File: src/rtl/i2c_dma_pkg.sv
package i2c_dma_pkg;
  localparam int SEL_W = 2;
  localparam logic [SEL_W-1:0] SEL_LEN   = 2'd0;
  localparam logic [SEL_W-1:0] SEL_TXADR = 2'd1;
  localparam logic [SEL_W-1:0] SEL_RXADR = 2'd2;
  localparam logic [SEL_W-1:0] SEL_STAT  = 2'd3;
  localparam int LO_EN_BIT = 15;
  localparam int HI_EN_BIT = 31;
  localparam int HI_FIELD_LSB = 16;

  typedef enum logic [3:0] {
    ST_IDLE,
    ST_TX_REQ,
    ST_TX_RSP,
    ST_TX_SEND,
    ST_TX_RES,
    ST_RX_WAIT,
    ST_RX_REQ,
    ST_RX_RSP,
    ST_FIN
  } dma_state_e;
endpackage

File: src/rtl/i2c_dma_regs.sv
module i2c_dma_regs
  import i2c_dma_pkg::*;
#(
  parameter int LEN_W  = 12,
  parameter int ADDR_W = 31,
  parameter int CNT_W  = 16
) (
  input  logic              clk,
  input  logic              rst_n,
  input  logic              wr_en,
  input  logic [SEL_W-1:0]  sel,
  input  logic [31:0]       wdata,
  output logic [31:0]       rdata,
  input  logic              busy,
  input  logic              pkt_clr,
  input  logic              step_tx,
  input  logic              step_rx,
  output logic [ADDR_W-1:0] addr,
  output logic              len_zero,
  output logic              len_one
);
  localparam int LEN_BITS = LEN_W + 1;
  localparam logic [LEN_BITS-1:0] MAX_LEN = LEN_BITS'(1) << LEN_W;

  logic [LEN_BITS-1:0] len_q;
  logic [ADDR_W-1:0]   addr_q;
  logic [CNT_W-1:0]    tx_cnt, rx_cnt;
  logic                step;
  logic                cnt_clr;
  logic                len_wr, addr_wr;

  assign step    = step_tx | step_rx;
  assign cnt_clr = pkt_clr | (wr_en && sel == SEL_STAT);
  assign len_wr  = wr_en && !busy && sel == SEL_LEN;
  assign addr_wr = wr_en && !busy && (sel == SEL_TXADR || sel == SEL_RXADR);

  // length register: two encoded fields, low field has priority
  always_ff @(posedge clk) begin
    if (!rst_n) begin
      len_q <= '0;
    end else if (len_wr && wdata[LO_EN_BIT]) begin
      len_q <= {1'b0, wdata[LEN_W-1:0]} + LEN_BITS'(1);
    end else if (len_wr && wdata[HI_EN_BIT]) begin
      len_q <= {1'b0, wdata[HI_FIELD_LSB+LEN_W-1:HI_FIELD_LSB]} + LEN_BITS'(1);
    end else if (step) begin
      len_q <= len_q - LEN_BITS'(1);
    end
  end

  always_ff @(posedge clk) begin
    if (!rst_n) begin
      addr_q <= '0;
    end else if (addr_wr) begin
      addr_q <= wdata[ADDR_W-1:0];
    end else if (step) begin
      addr_q <= addr_q + ADDR_W'(1);
    end
  end

  always_ff @(posedge clk) begin
    if (!rst_n) begin
      tx_cnt <= '0;
      rx_cnt <= '0;
    end else if (cnt_clr) begin
      tx_cnt <= '0;
      rx_cnt <= '0;
    end else begin
      if (step_tx) tx_cnt <= tx_cnt + CNT_W'(1);
      if (step_rx) rx_cnt <= rx_cnt + CNT_W'(1);
    end
  end

  always_comb begin
    rdata = '0;
    case (sel)
      SEL_LEN:   rdata[LEN_W-1:0] = len_q[LEN_W-1:0];
      SEL_TXADR,
      SEL_RXADR: rdata[ADDR_W-1:0] = addr_q;
      default:   rdata = {16'(rx_cnt), 16'(tx_cnt)};
    endcase
  end

  assign addr     = addr_q;
  assign len_zero = (len_q == '0);
  assign len_one  = (len_q == LEN_BITS'(1));


  len_max_chk: assert property (@(posedge clk) disable iff (!rst_n)
    len_q <= MAX_LEN);

  step_nonzero_chk: assert property (@(posedge clk) disable iff (!rst_n)
    step |-> len_q != '0);

  step_excl_chk: assert property (@(posedge clk) disable iff (!rst_n)
    $onehot0({step_tx, step_rx}));

  stat_clear_chk: assert property (@(posedge clk) disable iff (!rst_n)
    (wr_en && sel == SEL_STAT) |=> (tx_cnt == '0 && rx_cnt == '0));
endmodule

File: src/rtl/i2c_dma_ctrl.sv
module i2c_dma_ctrl
  import i2c_dma_pkg::*;
#(
  parameter int ADDR_W = 31
) (
  input  logic              clk,
  input  logic              rst_n,
  input  logic              go,
  input  logic              go_rx,
  output logic              busy,
  output logic              done,
  output logic              nak,
  output logic              abort,
  input  logic              len_zero,
  input  logic              len_one,
  input  logic [ADDR_W-1:0] addr,
  output logic              step_tx,
  output logic              step_rx,
  output logic              mem_req_valid,
  input  logic              mem_req_ready,
  output logic              mem_req_we,
  output logic [ADDR_W-1:0] mem_req_addr,
  output logic [7:0]        mem_req_wdata,
  input  logic              mem_rsp_valid,
  output logic              mem_rsp_ready,
  input  logic              mem_rsp_err,
  input  logic [7:0]        mem_rsp_rdata,
  output logic              tx_valid,
  input  logic              tx_ready,
  output logic [7:0]        tx_data,
  input  logic              tx_res_valid,
  input  logic              tx_res_nak,
  output logic              rx_valid_ack,
  input  logic              rx_valid,
  input  logic [7:0]        rx_data
);
  dma_state_e state_q, state_d;
  logic [7:0] byte_q;
  logic       nak_q, abort_q;
  logic       rsp_take;

  assign rsp_take = mem_rsp_valid && mem_rsp_ready;

  always_comb begin
    state_d = state_q;
    case (state_q)
      ST_IDLE:    if (go) state_d = len_zero ? ST_FIN : (go_rx ? ST_RX_WAIT : ST_TX_REQ);
      ST_TX_REQ:  if (mem_req_ready) state_d = ST_TX_RSP;
      ST_TX_RSP:  if (mem_rsp_valid) state_d = mem_rsp_err ? ST_FIN : ST_TX_SEND;
      ST_TX_SEND: if (tx_ready) state_d = ST_TX_RES;
      ST_TX_RES:  if (tx_res_valid) state_d = (tx_res_nak || len_zero) ? ST_FIN : ST_TX_REQ;
      ST_RX_WAIT: if (rx_valid) state_d = ST_RX_REQ;
      ST_RX_REQ:  if (mem_req_ready) state_d = ST_RX_RSP;
      ST_RX_RSP:  if (mem_rsp_valid) state_d = (mem_rsp_err || len_one) ? ST_FIN : ST_RX_WAIT;
      ST_FIN:     state_d = ST_IDLE;
      default:    state_d = ST_IDLE;
    endcase
  end

  always_ff @(posedge clk) begin
    if (!rst_n) begin
      state_q <= ST_IDLE;
      byte_q  <= '0;
      nak_q   <= 1'b0;
      abort_q <= 1'b0;
    end else begin
      state_q <= state_d;
      if (state_q == ST_IDLE && go) begin
        nak_q   <= 1'b0;
        abort_q <= 1'b0;
      end
      if (state_q == ST_TX_RSP && rsp_take) begin
        if (mem_rsp_err) abort_q <= 1'b1;
        else             byte_q  <= mem_rsp_rdata;
      end
      if (state_q == ST_RX_RSP && rsp_take && mem_rsp_err) abort_q <= 1'b1;
      if (state_q == ST_RX_WAIT && rx_valid) byte_q <= rx_data;
      if (state_q == ST_TX_RES && tx_res_valid && tx_res_nak) nak_q <= 1'b1;
    end
  end

  assign busy          = (state_q != ST_IDLE);
  assign done          = (state_q == ST_FIN);
  assign nak           = done && nak_q;
  assign abort         = done && abort_q;
  assign mem_req_valid = (state_q == ST_TX_REQ) || (state_q == ST_RX_REQ);
  assign mem_req_we    = (state_q == ST_RX_REQ);
  assign mem_req_addr  = addr;
  assign mem_req_wdata = byte_q;
  assign mem_rsp_ready = (state_q == ST_TX_RSP) || (state_q == ST_RX_RSP);
  assign tx_valid      = (state_q == ST_TX_SEND);
  assign tx_data       = byte_q;
  assign rx_valid_ack  = (state_q == ST_RX_WAIT);
  assign step_tx       = tx_valid && tx_ready;
  assign step_rx       = (state_q == ST_RX_RSP) && rsp_take && !mem_rsp_err;


  mem_hold_chk: assert property (@(posedge clk) disable iff (!rst_n)
    (mem_req_valid && !mem_req_ready) |=>
      (mem_req_valid && $stable(mem_req_addr) && $stable(mem_req_we) && $stable(mem_req_wdata)));

  tx_hold_chk: assert property (@(posedge clk) disable iff (!rst_n)
    (tx_valid && !tx_ready) |=> (tx_valid && $stable(tx_data)));

  abort_done_chk: assert property (@(posedge clk) disable iff (!rst_n)
    (mem_rsp_ready && mem_rsp_valid && mem_rsp_err) |=> done);
endmodule

File: src/rtl/i2c_dma_engine.sv
module i2c_dma_engine
  import i2c_dma_pkg::*;
#(
  parameter int LEN_W  = 12,
  parameter int ADDR_W = 31,
  parameter int CNT_W  = 16
) (
  input  logic              clk,
  input  logic              rst_n,
  input  logic              reg_wr,
  input  logic [1:0]        reg_sel,
  input  logic [31:0]       reg_wdata,
  output logic [31:0]       reg_rdata,
  input  logic              pkt_clr,
  input  logic              xfer_go,
  input  logic              xfer_rx,
  output logic              xfer_busy,
  output logic              xfer_done,
  output logic              xfer_nak,
  output logic              xfer_abort,
  output logic              mem_req_valid,
  input  logic              mem_req_ready,
  output logic              mem_req_we,
  output logic [ADDR_W-1:0] mem_req_addr,
  output logic [7:0]        mem_req_wdata,
  input  logic              mem_rsp_valid,
  output logic              mem_rsp_ready,
  input  logic              mem_rsp_err,
  input  logic [7:0]        mem_rsp_rdata,
  output logic              tx_valid,
  input  logic              tx_ready,
  output logic [7:0]        tx_data,
  input  logic              tx_res_valid,
  input  logic              tx_res_nak,
  input  logic              rx_valid,
  output logic              rx_ready,
  input  logic [7:0]        rx_data
);
  logic              step_tx, step_rx;
  logic              len_zero, len_one;
  logic [ADDR_W-1:0] cur_addr;

  i2c_dma_regs #(.LEN_W(LEN_W), .ADDR_W(ADDR_W), .CNT_W(CNT_W)) u_regs (
    .clk      (clk),
    .rst_n    (rst_n),
    .wr_en    (reg_wr),
    .sel      (reg_sel),
    .wdata    (reg_wdata),
    .rdata    (reg_rdata),
    .busy     (xfer_busy),
    .pkt_clr  (pkt_clr),
    .step_tx  (step_tx),
    .step_rx  (step_rx),
    .addr     (cur_addr),
    .len_zero (len_zero),
    .len_one  (len_one)
  );

  i2c_dma_ctrl #(.ADDR_W(ADDR_W)) u_ctrl (
    .clk           (clk),
    .rst_n         (rst_n),
    .go            (xfer_go),
    .go_rx         (xfer_rx),
    .busy          (xfer_busy),
    .done          (xfer_done),
    .nak           (xfer_nak),
    .abort         (xfer_abort),
    .len_zero      (len_zero),
    .len_one       (len_one),
    .addr          (cur_addr),
    .step_tx       (step_tx),
    .step_rx       (step_rx),
    .mem_req_valid (mem_req_valid),
    .mem_req_ready (mem_req_ready),
    .mem_req_we    (mem_req_we),
    .mem_req_addr  (mem_req_addr),
    .mem_req_wdata (mem_req_wdata),
    .mem_rsp_valid (mem_rsp_valid),
    .mem_rsp_ready (mem_rsp_ready),
    .mem_rsp_err   (mem_rsp_err),
    .mem_rsp_rdata (mem_rsp_rdata),
    .tx_valid      (tx_valid),
    .tx_ready      (tx_ready),
    .tx_data       (tx_data),
    .tx_res_valid  (tx_res_valid),
    .tx_res_nak    (tx_res_nak),
    .rx_valid_ack  (rx_ready),
    .rx_valid      (rx_valid),
    .rx_data       (rx_data)
  );
endmodule

File: config.mk
export PLATFORM = sky130hd
export DESIGN_NAME = i2c_dma_engine
export DESIGN_NICKNAME = d
export VERILOG_FILES = /design/src/rtl/i2c_dma_pkg.sv /design/src/rtl/i2c_dma_regs.sv /design/src/rtl/i2c_dma_ctrl.sv /design/src/rtl/i2c_dma_engine.sv
export SDC_FILE = /design/constraint.sdc
export NUM_CORES = 1
export LEC_CHECK = 0
export CORE_MARGIN = 1
export CORE_UTILIZATION = 57
export CTS_CLUSTER_DIAMETER = 50
export DETAILED_ROUTE_END_ITERATION = 10
export DONT_BUFFER_PORTS = 1
export PLACE_DENSITY = 0.77
export SKIP_LAST_GASP = 1
export SLEW_MARGIN = 20
export SYNTH_ARGS = -nofsm -noshare
export SYNTH_HDL_FRONTEND = slang
export SYNTH_SLANG_ARGS = --single-unit
export TNS_END_PERCENT = 20
File: constraint.sdc
create_clock -name clk -period 2.05 [get_ports clk]
set_input_delay 0.1025 -clock clk [delete_from_list [all_inputs] [get_ports clk]]
set_output_delay 0.1025 -clock clk [all_outputs]
set_load 0.005 [all_outputs]
==> key figures, run 1 <==
Placement
  • Post-DP HPWL: 15.3 mm
  • Setup WS pre-CTS: -58.0 ps
  • Gpl congestion: slightly above 1
  • I/O Buffers: 0

Yosys
  • Post-synthesis mux area share: approximately 1.9%
  • Synth warn: 0
  • Number of synthesized flops with an enable pin: 0
  • Post-Synth XOR/XNOR Area: just over 7%
  • Synth area leader: dfxtp_1
  • Syn_nets: roughly 890
  • Post-Synth Adder-Cell Area: between 2 and 2.5%
  • Share of Yosys cell area claimed by the top area cell type: ~29%
  • Post-synthesis compound-gate area fraction: 21.1%
  • Synth cell types: 71
  • #FFs+latches synth: 90
  • Largest family of logic cells by synthesized area: simple AND/OR/NAND/NOR gates
  • Dominant synthesized flop cell: dfxtp_1
  • Simple-Gate Fraction of Synth Area: 31.8%
  • Leading post-synthesis cells by cell area: dfxtp_1, nand2_1, o21ai_0, xnor2_1, nand3_1
  • Area of the mapped netlist: ~0.0061 mm2
  • Mean Syn Cell Area: roughly 7.6 um2
  • Mapped Cells: around 810
  • Asr flop ratio synth: 0%
  • Sequential-to-total area share from yosys stat: between 20 and 30%

Setup path
  • WP data required: 2340 ps
  • Crit path max fanout: 10
  • Worst setup EP type: flop
  • Setup CP Type: flop to flop
  • CP max stage cell: or3_1
  • Slowest stage delay, CP: around 390 ps
  • Cell mode on critical path: buf_4
  • Critical path, cell by cell: nor4bb_2 -> buf_4 -> a22o_1 -> buf_4 -> nand4_4 -> or3_1 -> a31oi_1
  • WP data arrival: roughly 2400 ps
  • Type of origin of the critical path: flop

Timing
  • Worst clock skew: between 10 and 15 ps
  • Pins Over Slew Limit: 0
  • Fin crit period: about 2100 ps
  • WHS: -11.6 ps
  • Rel. slew slack: about a third
  • Fmax: ~470 MHz
  • Final setup viols: 4
  • Final Cycle Share: 104%
  • PnR worst setup slack: -87.2 ps
  • Tightest Pin Transition: a little under 1000 ps
  • Final Hold Viols: 2
  • TNS Setup: -140 ps
  • RSZ-0062 raised after global routing: true

Flow run
  • Max Cap Viol: 0

Route
  • Via density: between 6 and 7
  • Via count: just under 7,000
  • Residual DRC count: 0
  • Drt first pass iters: 9
  • Post-route antenna net violation count: 0
  • First DRT Iteration DRCs: between 800 and 900
  • Total wire length: roughly 22 mm
  • Routed len/inst: approximately 21 um

Cells and area
  • Nets: 959
  • Share of layout cells above drive strength 1: approximately an eighth
  • Post-synthesis to final-layout area growth: 19.8%
  • # diodes: 0
  • Fillers: 856
  • Core Util, Final: 70.8%

GRT
  • Initial antenna violation count: 0
  • Overflow after GRT: 0
  • All-Layer GR Usage: a little under two fifths
  • Largest net degree at the start of global routing: 37
  • Vias in the first global route: 6,461
  • First-pass GRT wire length: 33.2 mm

Die
  • CORE AREA: slightly above 0.01 mm2
  • DIE HEIGHT: about 110 um
  • DIE WIDTH: around 110 um
  • I/O pins: ~150
  • Initial Utilization: between 50% and 60%
  • Row count: 37
  • Die ar.: roughly 0.011 mm2

Pwr
  • Pleak: approximately 2.5 nW
  • Comb pwr share: roughly 41%
  • Reg power frac: 36.3%
  • Net Sw Power: approximately 2.3 mW
  • Sw frac: just under 40%
  • Clock network power share: 22.6%
  • Power Internal: between 3 and 4 mW
  • Pwr dens: 807 mW/mm2
  • Worst vdd ir: 0.590 mV

Clocking
  • Clock Sinks: 90
  • Cts bufs inserted: 9
  • Root buf cell: clkbuf_8
  • Clock latency on the worst-skew pair: about 380 ps
  • H-tree levels: 3
  • Reg clk slew, reported paths: about 100 ps
  • CTS tree: done
  • Deepest clock path buffer count: 2

Status
  • Failing checks: negative hold slack, negative setup slack
  • Outcome: complete, but fails checks

Hold path
  • HP Class: input port to flop
-- power by group through the flow --
stage,registers [mW],clock network (mW),logic (mW)
finish,2.15,1.34,2.43
global route,2.17,1.42,2.58
global placement,2.17,0,2.10
detailed placement,2.18,0,2.16
CTS,2.14,1.35,2.26
floorplan,2.20,0,1.39
-- what timing repair did --
item,CTS,global route
gates resized for setup,2,4
buffers inserted,0,1
cloned,0,1
pin swaps,0,2
endpoints found under the hold margin,58,21
hold buffers,48,9
setup endpoints to repair,9,46
-- registers in the layout, summed over array words and instances (netlist names) --
name / flops
u_regs.rx_cnt: 16
u_ctrl.abort_q: 1
u_ctrl.mem_req_wdata: 8
u_regs.tx_cnt: 16
u_regs.addr: 31
u_ctrl.state_q: 4
u_regs.len_q: 13
u_ctrl.nak_q: 1
-- stage by stage --
step | cells | area (um2) | hold slack (ps) | power, mW
6_report | 1026 | 7340 | -11.6 | 5.93
3_3_place_gp | 951 | 6520 | 211 | 4.26
4_1_cts | 1015 | 7220 | -157 | 5.76
5_1_grt | 1026 | 7340 | 25.5 | 6.16
3_5_place_dp | 951 | 6520 | 213 | 4.34
2_1_floorplan | 811 | 6120 | 199 | 3.59
-- layout make-up --
type                            instances  area, um2  area share [%]
Inverter                               22       82.6            1.13
Timing Repair Buffer                  127       1110            15.1
Clock buffer                            9        124            1.69
Clock inverter                          7       87.6            1.19
Tap cell                              136        170            2.32
Multi-Input combinational cell        635       3970            54.0
Sequential cell                        90       1800            24.5
-- cells in the final DEF (no fill, tap or decap), drive strengths merged, types with 27 or more instances in the layout --
master / Yosys / final
nand4: 29 / 29
dlygate4sd3: 0 / 57
a21oi: 43 / 43
inv: 22 / 27
nand2: 103 / 103
o21ai: 63 / 63
dfxtp: 90 / 90
buf: 25 / 70
xnor2: 35 / 35
nor2: 60 / 60
nand3: 51 / 51
-- worst max-delay path: cells and delay by family (launching register included) --
kind                   cells  cell delay (ps)
flip-flops                 1              330
AND/OR/NAND/NOR            3              890
AO/OA/AOI/OAI              2              430
buffers and inverters      2              410
-- cells in the mapped netlist (4+ instances only) --
library cell / instances
nor2b_1: 4
a32oi_1: 4
inv_1: 20
a311oi_1: 8
nand3_1: 51
buf_4: 11
a211oi_1: 7
and3_1: 7
a21oi_1: 42
o21ai_0: 63
nand2b_1: 4
and2_1: 11
buf_2: 12
o211ai_1: 11
nand2_1: 103
mux2i_1: 5
a22oi_1: 13
xnor2_1: 35
a221oi_1: 4
and4_1: 11
nand4_1: 27
or4_1: 5
nor2_1: 60
xor2_1: 15
a31oi_1: 17
clkbuf_1: 40
ha_1: 11
nor3_1: 24
nor4_1: 9
dfxtp_1: 90
or3_1: 16
-- final timing paths --
path | start | to | cells past startpoint | slack [ps]
setup / recovery | u_ctrl.state_q[3] | u_regs.addr[27] | 7 | -90
hold / removal | reg_wdata[4] | u_regs.addr[4] | 2 | -10
setup reg to reg | u_ctrl.state_q[3] | u_regs.addr[27] | 7 | -90
hold reg to reg | u_ctrl.nak_q | u_ctrl.nak_q | 2 | 480
-- kinds of logic after synthesis --
kind of cell	Yosys count
AND/OR/NAND/NOR	362
AO/OA/AOI/OAI	202
flip-flops	90
buffers and inverters	87
XOR/XNOR	50
adder cells (fa/ha/maj)	11
multiplexers	9
-- routing by layer --
metal	up-vias	part of all wire [%]	GRT usage, %
met1	3220	40	50.5
li1	3128	-	-
met5	-	0	0
met4	0	4.0	17.9
met3	91	12	7.98
met2	515	44	57.6
Note: power is estimated with default switching activity, not from simulation.
==> run 2, diff against run 1 <==
--- a/config.mk
+++ b/config.mk
@@ -11,6 +11,7 @@
 export DETAILED_ROUTE_END_ITERATION = 10
 export DONT_BUFFER_PORTS = 1
 export PLACE_DENSITY = 0.77
+export REMOVE_ABC_BUFFERS = 1
 export SKIP_LAST_GASP = 1
 export SLEW_MARGIN = 20
 export SYNTH_ARGS = -nofsm -noshare
==> run 2 against run 1 <==
Compared with the run above: the flow still finishes with violations (negative hold slack, negative setup slack); sequential share of layout area fell by 0.14 points; register-to-register slack better by 70 ps; final cell count stayed put; setup slack gained 3.2 ps; critical path type is now flop to output port; critical endpoint is now xfer_nak; largest power group unchanged.
==> key figures, run 2 (synthesized netlist as in run 1, its figures left out) <==
Setup path
  • Type of origin of the critical path: flop
  • Worst setup EP type: output port
  • Crit path max fanout: 8 (-2)
  • WP data required: 1950 ps (-390 ps)
  • Setup CP Type: flop to output port
  • WP data arrival: 2030 ps (-400 ps)

Route
  • Drt first pass iters: 6 (-3)
  • Routed len/inst: 20.6 um (-2.3%)
  • First DRT Iteration DRCs: 850 (-5.0%)
  • Via count: 6,863 (-1.3%)
  • Post-route antenna net violation count: 0 (unchanged)
  • Via density: 6.69 (-1.3%)
  • Residual DRC count: 0 (unchanged)
  • Total wire length: 21.1 mm (-2.3%)

Cells and area
  • Most frequent cells in the layout: nand2_1, dfxtp_1, buf_4, o21ai_0, nor2_1
  • Share of layout cells above drive strength 1: 13.0% (+0.11 points)
  • Nets: 959 (unchanged)
  • Commonest non-fill, non-tap cell in the layout: nand2_1
  • Post-synthesis to final-layout area growth: 20.5%
  • Non-Filler Instances: 1,026 (unchanged)
  • # diodes: 0 (unchanged)
  • Max FFs per register: 31 (unchanged)
  • Core Util, Final: 71.2% (+0.40 points)

Timing
  • WHS: -12.6 ps (-1.03 ps)
  • RSZ-0062 raised after global routing: true
  • Pins Over Slew Limit: 0 (unchanged)
  • Rel. slew slack: 39.8% (+5.0 points)
  • Worst clock skew: 13.5 ps (+0.933 ps)
  • Fin crit period: 2130 ps (-3.22 ps)
  • Final setup viols: 4 (unchanged)
  • TNS Setup: -194 ps (-53.4 ps)
  • PnR worst setup slack: -84.0 ps (+3.22 ps)
  • Final Hold Viols: 1 (-1)
  • Fmax: 469 MHz (+0.15%)
  • Final Cycle Share: 104% (-0.16 points)
  • Tightest Pin Transition: 900 ps (-78.0 ps)

Clocking
  • Clock latency on the worst-skew pair: 380 ps (about the same)
  • Cts bufs inserted: 9 (unchanged)
  • Deepest clock path buffer count: 2 (unchanged)
  • Clock Sinks: 90 (unchanged)
  • Reg clk slew, reported paths: 90 ps (about the same)
  • H-tree levels: 3 (unchanged)
  • CTS tree: done
  • Root buf cell: clkbuf_8

Die
  • I/O pins: 151 (unchanged)
  • Row count: 37 (unchanged)
  • CORE AREA: 0.0104 mm2 (unchanged)
  • Die ar.: 0.0112 mm2 (unchanged)
  • DIE HEIGHT: 106 um (unchanged)
  • Initial Utilization: 59.1% (unchanged)
  • DIE WIDTH: 106 um (unchanged)

Placement
  • Gpl congestion: 0.992 (-1.8%)
  • Setup WS pre-CTS: -158 ps (-100 ps)
  • I/O Buffers: 0 (unchanged)
  • Dpl cells: 952 (+0.11%)
  • Post-DP HPWL: 15.0 mm (-2.3%)

GRT
  • All-Layer GR Usage: 37.2% (-0.46 points)
  • First-pass GRT wire length: 32.5 mm (-2.1%)
  • Initial antenna violation count: 0 (unchanged)
  • Overflow after GRT: 0 (unchanged)
  • Largest net degree at the start of global routing: 51 (+38%)
  • Vias in the first global route: 6,289 (-2.7%)

Status
  • Outcome: complete, but fails checks
  • Failing checks: negative hold slack, negative setup slack

Pwr
  • Pleak: 2.53 nW (+0.16%)
  • Final Total Pwr: 5.91 mW (-0.30%)
  • Pwr dens: 800 mW/mm2 (-0.86%)
  • Worst vdd ir: 0.470 mV (-20%)

Hold path
  • HP Class: input port to flop

Flow run
  • Max Cap Viol: 0 (unchanged)
==> run 2: cell types whose count changed in the layout (fill, tap and decap cells not counted), sizes merged <==
cell / change
inv: -5
and3b: -1
clkbuf: +3
bufinv: +1
clkinvlp: +1
buf: +1
==> run 2: layout make-up <==
class	instances	area (um2)
Tap cell	136	170
Sequential cell	90	1800
Timing Repair Buffer	128	1140
Clock buffer	12	135
Clock inverter	4	76.3
Multi-Input combinational cell	634	3970
Inverter	22	82.6
Fill cell	869	2990
==> run 2: timing repair <==
| item | in CTS | in global routing |
|---|---|---|
| hold buffers | 49 | 8 |
| endpoints found under the hold margin | 57 | 21 |
| endpoints found under the setup margin | 28 | 28 |
| pin swaps | 0 | 3 |
| gates resized for setup | 4 | 9 |
| buffers inserted | 0 | 1 |
| cloned | 0 | 0 |
==> run 2: where the power goes <==
group / internal, mW / total (mW) / switching (mW) / leakage (nW)
Clock: 0.691 / 1.36 / 0.666 / 0.101
Combinational: 1.06 / 2.38 / 1.32 / 1.70
Sequential: 1.95 / 2.17 / 0.222 / 0.729
==> run 2: final timing paths <==
kind	from	endpoint	slack, ps	cells past startpoint
max	u_ctrl.state_q[3]	xfer_nak	-80	4
min	rst_n	u_regs.len_q[7]	-10	3
max reg2reg	u_regs.len_q[0]	u_regs.len_q[9]	-20	6
min reg2reg	u_ctrl.nak_q	u_ctrl.nak_q	470	2
==> run 2: worst max-delay path, cell delays in order (launching register included) <==
cell and delay [ps]:
dfxtp_1 380, buf_4 160, buf_4 160, nor4b_1 680, and2_1 280
==> run 2: metrics by stage <==
step | hold slack, ps | area, um2
floorplan | 201 | 5820
global placement | 231 | 6540
detailed placement | 232 | 6540
CTS | -153 | 7260
global route | 1.83 | 7380
finish | -12.6 | 7380
==> run 2: per-layer routing <==
layer | GRT usage [%] | routed length (um) | up-vias
li1 | - | - | 3119
met3 | 7.11 | 2340 | 62
met5 | 0 | 0 | -
met4 | 15.3 | 677 | 0
met1 | 49.0 | 8390 | 3243
met2 | 59.7 | 9680 | 439
